===== config.mk =====
export PLATFORM = sky130hd
export DESIGN_NAME = pmap_top
export DESIGN_NICKNAME = d
export VERILOG_FILES = /design/src/rtl/pmap_pkg.sv /design/src/rtl/pmap_bank_file.sv /design/src/rtl/pmap_xlate.sv /design/src/rtl/pmap_top.sv
export SDC_FILE = /design/constraint.sdc
export NUM_CORES = 1
export LEC_CHECK = 0
export ABC_AREA = 1
export ABC_CLOCK_PERIOD_IN_PS = 3700
export BUFFER_PORTS_ARGS = -buffer_cell sky130_fd_sc_hd__buf_2
export CAP_MARGIN = 5
export CELL_PAD_IN_SITES_DETAIL_PLACEMENT = 1
export CELL_PAD_IN_SITES_GLOBAL_PLACEMENT = 1
export CORE_MARGIN = 2
export CORE_UTILIZATION = 40
export DETAILED_ROUTE_END_ITERATION = 8
export PLACE_DENSITY = 0.78
export RECOVER_POWER = 50
export SLEW_MARGIN = 30
export SYNTH_ARGS = -nofsm -noshare
export SYNTH_HDL_FRONTEND = slang
export SYNTH_HIERARCHICAL = 1
export SYNTH_SLANG_ARGS = --single-unit

===== constraint.sdc =====
create_clock -name clk -period 3.7 [get_ports clk]
set_input_delay 0.37 -clock clk [delete_from_list [all_inputs] [get_ports clk]]
set_output_delay 0.37 -clock clk [all_outputs]
set_load 0.005 [all_outputs]

===== src/rtl/pmap_pkg.sv =====
package pmap_pkg;
    // position of the target-select bit inside a mode field
    localparam int unsigned MODE_EXT_BIT = 0;

    typedef enum logic {
        TGT_DRAM = 1'b0,
        TGT_EXP  = 1'b1
    } target_e;
endpackage


===== src/rtl/pmap_bank_file.sv =====
module pmap_bank_file #(
    parameter int BANK_W  = 3,
    parameter int UPAGE_W = 8,
    parameter int PPAGE_W = 13,
    parameter int MODE_W  = 3
) (
    input  logic                                  clk,
    input  logic                                  rst_n,
    input  logic                                  usr_we,
    input  logic [BANK_W-1:0]                     usr_sel,
    input  logic [UPAGE_W-1:0]                    usr_wdata,
    input  logic [BANK_W-1:0]                     usr_rsel,
    output logic [UPAGE_W-1:0]                    usr_rdata,
    input  logic                                  sup_base_we,
    input  logic [PPAGE_W-1:0]                    sup_base,
    input  logic                                  sup_mode_we,
    input  logic [BANK_W-1:0]                     sup_mode_sel,
    input  logic [MODE_W-1:0]                     sup_mode,
    output logic [(1<<BANK_W)-1:0][PPAGE_W-1:0]   bank_page,
    output logic [(1<<BANK_W)-1:0][MODE_W-1:0]    bank_mode
);
    localparam int NBANK = 1 << BANK_W;

    typedef struct packed {
        logic [NBANK-1:0][UPAGE_W-1:0] shadow;
        logic [NBANK-1:0][PPAGE_W-1:0] page;
        logic [NBANK-1:0][MODE_W-1:0]  mode;
        logic [PPAGE_W-1:0]            base;
    } state_t;

    state_t st_d, st_q;

    always_comb begin
        st_d = st_q;
        if (usr_we)      st_d.shadow[usr_sel]    = usr_wdata;
        if (sup_base_we) st_d.base               = sup_base;
        if (sup_mode_we) st_d.mode[sup_mode_sel] = sup_mode;
        for (int i = 0; i < NBANK; i++) begin
            if (sup_base_we || (usr_we && usr_sel == BANK_W'(i))) begin
                st_d.page[i] = PPAGE_W'(st_d.shadow[i]) + st_d.base;
            end
        end
    end

    always_ff @(posedge clk) begin
        if (!rst_n) begin
            st_q.base <= '0;
            for (int i = 0; i < NBANK; i++) begin
                st_q.shadow[i] <= UPAGE_W'(i);
                st_q.page[i]   <= PPAGE_W'(i);
                st_q.mode[i]   <= '0;
            end
        end else begin
            st_q <= st_d;
        end
    end

    assign usr_rdata = st_q.shadow[usr_rsel];
    assign bank_page = st_q.page;
    assign bank_mode = st_q.mode;


    shadow_keep_chk: assert property (@(posedge clk) disable iff (!rst_n)
        usr_we |=> st_q.shadow[$past(usr_sel)] == $past(usr_wdata));


    page_reloc_chk: assert property (@(posedge clk) disable iff (!rst_n)
        (usr_we && !sup_base_we) |=>
            bank_page[$past(usr_sel)] == PPAGE_W'($past(usr_wdata)) + st_q.base);


    mode_hold_chk: assert property (@(posedge clk) disable iff (!rst_n)
        !sup_mode_we |=> $stable(bank_mode));


    for (genvar g = 0; g < NBANK; g++) begin : g_base_chk
        base_sweep_chk: assert property (@(posedge clk) disable iff (!rst_n)
            sup_base_we |=> bank_page[g] == PPAGE_W'(st_q.shadow[g]) + st_q.base);
    end
endmodule


===== src/rtl/pmap_xlate.sv =====
module pmap_xlate
    import pmap_pkg::*;
#(
    parameter int LADDR_W = 16,
    parameter int OFF_W   = 13,
    parameter int PPAGE_W = 13,
    parameter int MODE_W  = 3
) (
    input  logic [LADDR_W-1:0]                            laddr,
    input  logic [(1<<(LADDR_W-OFF_W))-1:0][PPAGE_W-1:0]  bank_page,
    input  logic [(1<<(LADDR_W-OFF_W))-1:0][MODE_W-1:0]   bank_mode,
    output logic [PPAGE_W+OFF_W-1:0]                      phys_addr,
    output logic                                          to_ext,
    output logic [MODE_W-2:0]                             page_attr
);
    localparam int BANK_W  = LADDR_W - OFF_W;
    localparam int PADDR_W = PPAGE_W + OFF_W;

    logic [BANK_W-1:0] bank;
    logic [MODE_W-1:0] mode;
    target_e           tgt;

    always_comb begin
        bank      = laddr[LADDR_W-1:OFF_W];
        mode      = bank_mode[bank];
        tgt       = target_e'(mode[MODE_EXT_BIT]);
        page_attr = mode[MODE_W-1:1];
        to_ext    = (tgt == TGT_EXP);
        if (tgt == TGT_EXP) begin
            phys_addr = PADDR_W'(laddr);
        end else begin
            phys_addr = {bank_page[bank], laddr[OFF_W-1:0]};
        end
    end
endmodule


===== src/rtl/pmap_top.sv =====
module pmap_top #(
    parameter int LADDR_W = 16,
    parameter int OFF_W   = 13,
    parameter int UPAGE_W = 8,
    parameter int PPAGE_W = 13,
    parameter int MODE_W  = 3
) (
    input  logic                       clk,
    input  logic                       rst_n,
    input  logic                       usr_we,
    input  logic [LADDR_W-OFF_W-1:0]   usr_sel,
    input  logic [UPAGE_W-1:0]         usr_wdata,
    input  logic [LADDR_W-OFF_W-1:0]   usr_rsel,
    output logic [UPAGE_W-1:0]         usr_rdata,
    input  logic                       sup_base_we,
    input  logic [PPAGE_W-1:0]         sup_base,
    input  logic                       sup_mode_we,
    input  logic [LADDR_W-OFF_W-1:0]   sup_mode_sel,
    input  logic [MODE_W-1:0]          sup_mode,
    input  logic [LADDR_W-1:0]         cpu_laddr,
    output logic [PPAGE_W+OFF_W-1:0]   phys_addr,
    output logic                       to_ext,
    output logic [MODE_W-2:0]          page_attr
);
    localparam int BANK_W  = LADDR_W - OFF_W;
    localparam int NBANK   = 1 << BANK_W;
    localparam int PADDR_W = PPAGE_W + OFF_W;

    logic [NBANK-1:0][PPAGE_W-1:0] bank_page;
    logic [NBANK-1:0][MODE_W-1:0]  bank_mode;

    pmap_bank_file #(
        .BANK_W (BANK_W),
        .UPAGE_W(UPAGE_W),
        .PPAGE_W(PPAGE_W),
        .MODE_W (MODE_W)
    ) u_banks (
        .clk         (clk),
        .rst_n       (rst_n),
        .usr_we      (usr_we),
        .usr_sel     (usr_sel),
        .usr_wdata   (usr_wdata),
        .usr_rsel    (usr_rsel),
        .usr_rdata   (usr_rdata),
        .sup_base_we (sup_base_we),
        .sup_base    (sup_base),
        .sup_mode_we (sup_mode_we),
        .sup_mode_sel(sup_mode_sel),
        .sup_mode    (sup_mode),
        .bank_page   (bank_page),
        .bank_mode   (bank_mode)
    );

    pmap_xlate #(
        .LADDR_W(LADDR_W),
        .OFF_W  (OFF_W),
        .PPAGE_W(PPAGE_W),
        .MODE_W (MODE_W)
    ) u_xlate (
        .laddr    (cpu_laddr),
        .bank_page(bank_page),
        .bank_mode(bank_mode),
        .phys_addr(phys_addr),
        .to_ext   (to_ext),
        .page_attr(page_attr)
    );


    ext_upper_low_chk: assert property (@(posedge clk) disable iff (!rst_n)
        to_ext |-> phys_addr[PADDR_W-1:LADDR_W] == '0);


    mode_write_chk: assert property (@(posedge clk) disable iff (!rst_n)
        (sup_mode_we && cpu_laddr[LADDR_W-1:OFF_W] == sup_mode_sel) ##1
        (cpu_laddr[LADDR_W-1:OFF_W] == $past(sup_mode_sel))
            |-> page_attr == $past(sup_mode[MODE_W-1:1]));
endmodule


==> impl_metrics.py <==
metrics = {
    "global_route": {
        "gr-total-overflow": 0,
        "use_met3": 0.0351,
        "grt_max_degree": 82,
        "use_met1": 0.367,
        "met2_usage": 0.438,
        "grt_pass1_vias": 13600,
        "antenna_found_initial": 0,
        "grt_pass1_wl_mm": 76.8,
        "busiest_layer": "met2",
        "grt_usage": 0.269,
    },
    "run_status": {
        "status": "finished, violations left",
        "violations": "capacitance limit, slew limit",
    },
    "timing": {
        "finalClockSkew_ns": 0.0105,
        "setup_tns_ns": 0,
        "slew_violations": 82,
        "setup_violations": 0,
        "period_share": 0.831,
        "min_period_ns": 3.08,
        "relSlewSlack": -0.160,
        "fin_ws_ns": 0.624,
        "grt_setup_unrepaired": "no",
        "fmax_ghz": 0.325,
        "hold_violations": 0,
        "tightestPinTransition_ns": 1.74,
    },
    "finish": {
        "nFillCells": 4585,
        "final_core_util": 0.423,
        "nNetsFinal": 2168,
        "diodes": 0,
        "final_cell_area_sq_mm": 0.0147,
        "area_growth_pct": 3.76,
        "drive_gt1_frac": 0.0985,
    },
    "clock_network": {
        "cts_tree": "built",
        "cts.repair.resized": 0,
        "clock_sinks": 205,
        "cts_htree_levels": 1,
        "cts_hold_buffers": 0,
        "clock_latency_ns": 0.55,
        "cts_buffers": 26,
        "cts.clk_slew.worst_paths_ns": 0.06,
        "clock_path_buffers": 3,
        "post_cts_buffers": 0,
        "clock-root-buffer": "clkbuf_16",
    },
    "route": {
        "vias": 13600,
        "finalWirelength_mm": 49.2,
        "drc": 0,
        "drtPass1Iterations": 5,
        "ant_nets": 0,
        "drt_iter0_drc": 994,
        "wl_per_cell_um": 19.6,
        "avgViaCountPerCell": 5.40,
    },
    "critical_path": {
        "r2r_cells": 14,
        "rrSetupSlack_ns": 0.87,
        "cp_cell_sequence": "clkbuf_2 > inv_1 > buf_12 > nor2_1",
        "crit_path_end_kind": "flop",
        "arrival_ns": 3.55,
        "slowest_delay_ns": 1.22,
        "critPathRequiredTime_ns": 4.17,
        "start_kind": "input port",
        "r2r-start": "u_banks/st_q[1]",
        "path_buf_inv": 3,
        "slowest_stage": "clkbuf_2",
        "reg2reg_to": "u_banks/bank_page[49]",
        "path_max_fanout": 81,
        "path_class": "input port to flop",
        "critPathTopFamily": "buffers and inverters",
    },
    "die": {
        "die-width_um": 192,
        "rows": 68,
        "dieArea_sq_mm": 0.0368,
        "initial_core_util": 0.408,
        "core_area_sq_mm": 0.0346,
        "die_h_um": 192,
        "pin_count": 91,
    },
    "power": {
        "p_clk_frac": 0.403,
        "switchingPower_w": 0.00206,
        "seqPwrFrac": 0.377,
        "power_density_mw_per_mm2": 441,
        "p_int_w": 0.00440,
        "switching_share": 0.319,
        "ir_drop_mv": 0.337,
        "pwr-share-comb": 0.220,
        "p_leak_nw": 7.65,
    },
    "placed_design": {
        "dpl_cell_area_sq_mm": 0.0138,
        "port_buffers": 64,
        "gp_congestion": 0.904,
        "hpwl_mm": 36.2,
        "post-place-ws_ns": 0.290,
    },
    "worst_hold_path": {
        "min_path_type": "input port to flop",
        "holdPathEnd": "u_banks/st_q[7]",
        "worstHoldStart": "sup_base[7]",
        "hold_depth": 3,
    },
    "flow_run": {
        "max-cap-violations": 1,
    },
    "synth": {
        "yosys_register_bits": 205,
        "synth.avg_cell_area_sq_um": 6.59,
        "seq_area_frac_synth": 0.290,
        "syn_inst": 2145,
        "synth_area_leaders": "dfxtp_1, nand2_1, o21ai_0, buf_4, inv_1",
        "yosysWarnings": 6,
        "synth_cell_types": 44,
        "syn_area_sq_mm": 0.0141,
        "yosysTopAreaCell": "dfxtp_1",
        "synth_top_area_share": 0.290,
        "synth_nets": 2268,
    },
}
-- layer usage --
layer  wire length, um  part of all wire  up-vias
met4              1520             0.031        0
li1                  -                 -     6504
met1             22500              0.46     6528
met3              3050             0.062       90
met5                 0                 0        -
met2             22200              0.45      452
-- state kept, by name, indices dropped and copies added (netlist names) --
register           flops
u_banks/bank_mode     24
u_banks/bank_page    104
u_banks/st_q          77
-- worst max-delay path by stage --
stage	from	endpoint	slack, ns	cells after the start
2_1_floorplan	sup_base_we	u_banks/bank_page[64]	0.42	15
3_3_place_gp	usr_sel[1]	u_banks/bank_page[38]	0.40	18
3_5_place_dp	usr_sel[1]	u_banks/bank_page[38]	0.29	18
4_1_cts	u_banks/st_q[1]	u_banks/bank_page[64]	0.85	14
5_1_grt	usr_we	u_banks/bank_page[25]	0.32	16
6_report	rst_n	u_banks/st_q[172]	0.62	4
-- placed cells by master, fill, tap and decap left out, drive strengths merged, types with 11 or more instances in the layout --
| master | netlist | routed |
|---|---|---|
| a21oi | 113 | 113 |
| a31oi | 15 | 15 |
| buf | 174 | 97 |
| clkbuf | 53 | 40 |
| dfxtp | 205 | 205 |
| ha | 61 | 61 |
| inv | 284 | 284 |
| nand2 | 419 | 419 |
| nand3 | 100 | 100 |
| nand4 | 15 | 15 |
| nor2 | 270 | 270 |
| o211ai | 12 | 12 |
| o21a | 14 | 14 |
| o21ai | 261 | 261 |
| o21bai | 40 | 40 |
| or2 | 28 | 28 |
| xnor2 | 11 | 11 |
| xor2 | 34 | 34 |
-- area by class of cell --
| class | count | area [sq um] | share of cell area |
|---|---|---|---|
| Clock inverter | 6 | 80.1 | 0.00546 |
| Sequential cell | 205 | 4100 | 0.280 |
| Clock buffer | 38 | 777 | 0.0530 |
| Inverter | 287 | 1080 | 0.0735 |
| Tap cell | 455 | 569 | 0.0388 |
| Multi-Input combinational cell | 1426 | 7460 | 0.509 |
| Timing Repair Buffer | 99 | 592 | 0.0404 |
-- synthesized netlist by cell type, drive strengths merged --
cell type / n
a221oi: 1
o21bai: 40
o21ai: 261
nand4: 15
nor3: 6
xor2: 34
or2: 28
o211ai: 12
o22ai: 5
nand2: 419
clkbuf: 53
dfxtp: 205
a21oi: 113
nor2: 270
a21boi: 1
o21a: 14
xnor2: 11
a21o: 1
ha: 61
clkinv: 3
a31oi: 15
nand3: 100
inv: 284
o221ai: 7
a211oi: 3
buf: 174
fa: 8
o31ai: 1
-- tightest hold or removal path, cell delays in order --
cell and delay, ns:
buf_2 0.10, nand2_1 0.08, a21oi_1 0.07
-- cells by family (layout without fill, tap and decap cells) --
family	after synthesis	count (layout)	synth area share
AO/OA/AOI/OAI	474	474	0.190
AND/OR/NAND/NOR	838	838	0.245
adder cells (fa/ha/maj)	69	69	0.0654
buffers and inverters	514	430	0.182
flip-flops	205	205	0.290
XOR/XNOR	45	45	0.0279
-- stage by stage --
step	power (W)	cells	hold slack [ns]
2_1_floorplan	0.00353	2145	0.430
3_3_place_gp	0.00381	2472	0.440
3_5_place_dp	0.00386	2472	0.445
4_1_cts	0.00649	2516	0.101
5_1_grt	0.00676	2516	0.148
6_report	0.00646	2516	0.124
-- power by group through the flow --
stage	sequential [W]	combinational [W]	clock, W
finish	0.00244	0.00142	0.00260
CTS	0.00244	0.00140	0.00265
detailed placement	0.00248	0.00138	0
floorplan	0.00246	0.00108	0
global placement	0.00247	0.00134	0
global route	0.00245	0.00157	0.00274
Power figures use the tool's default switching activity.
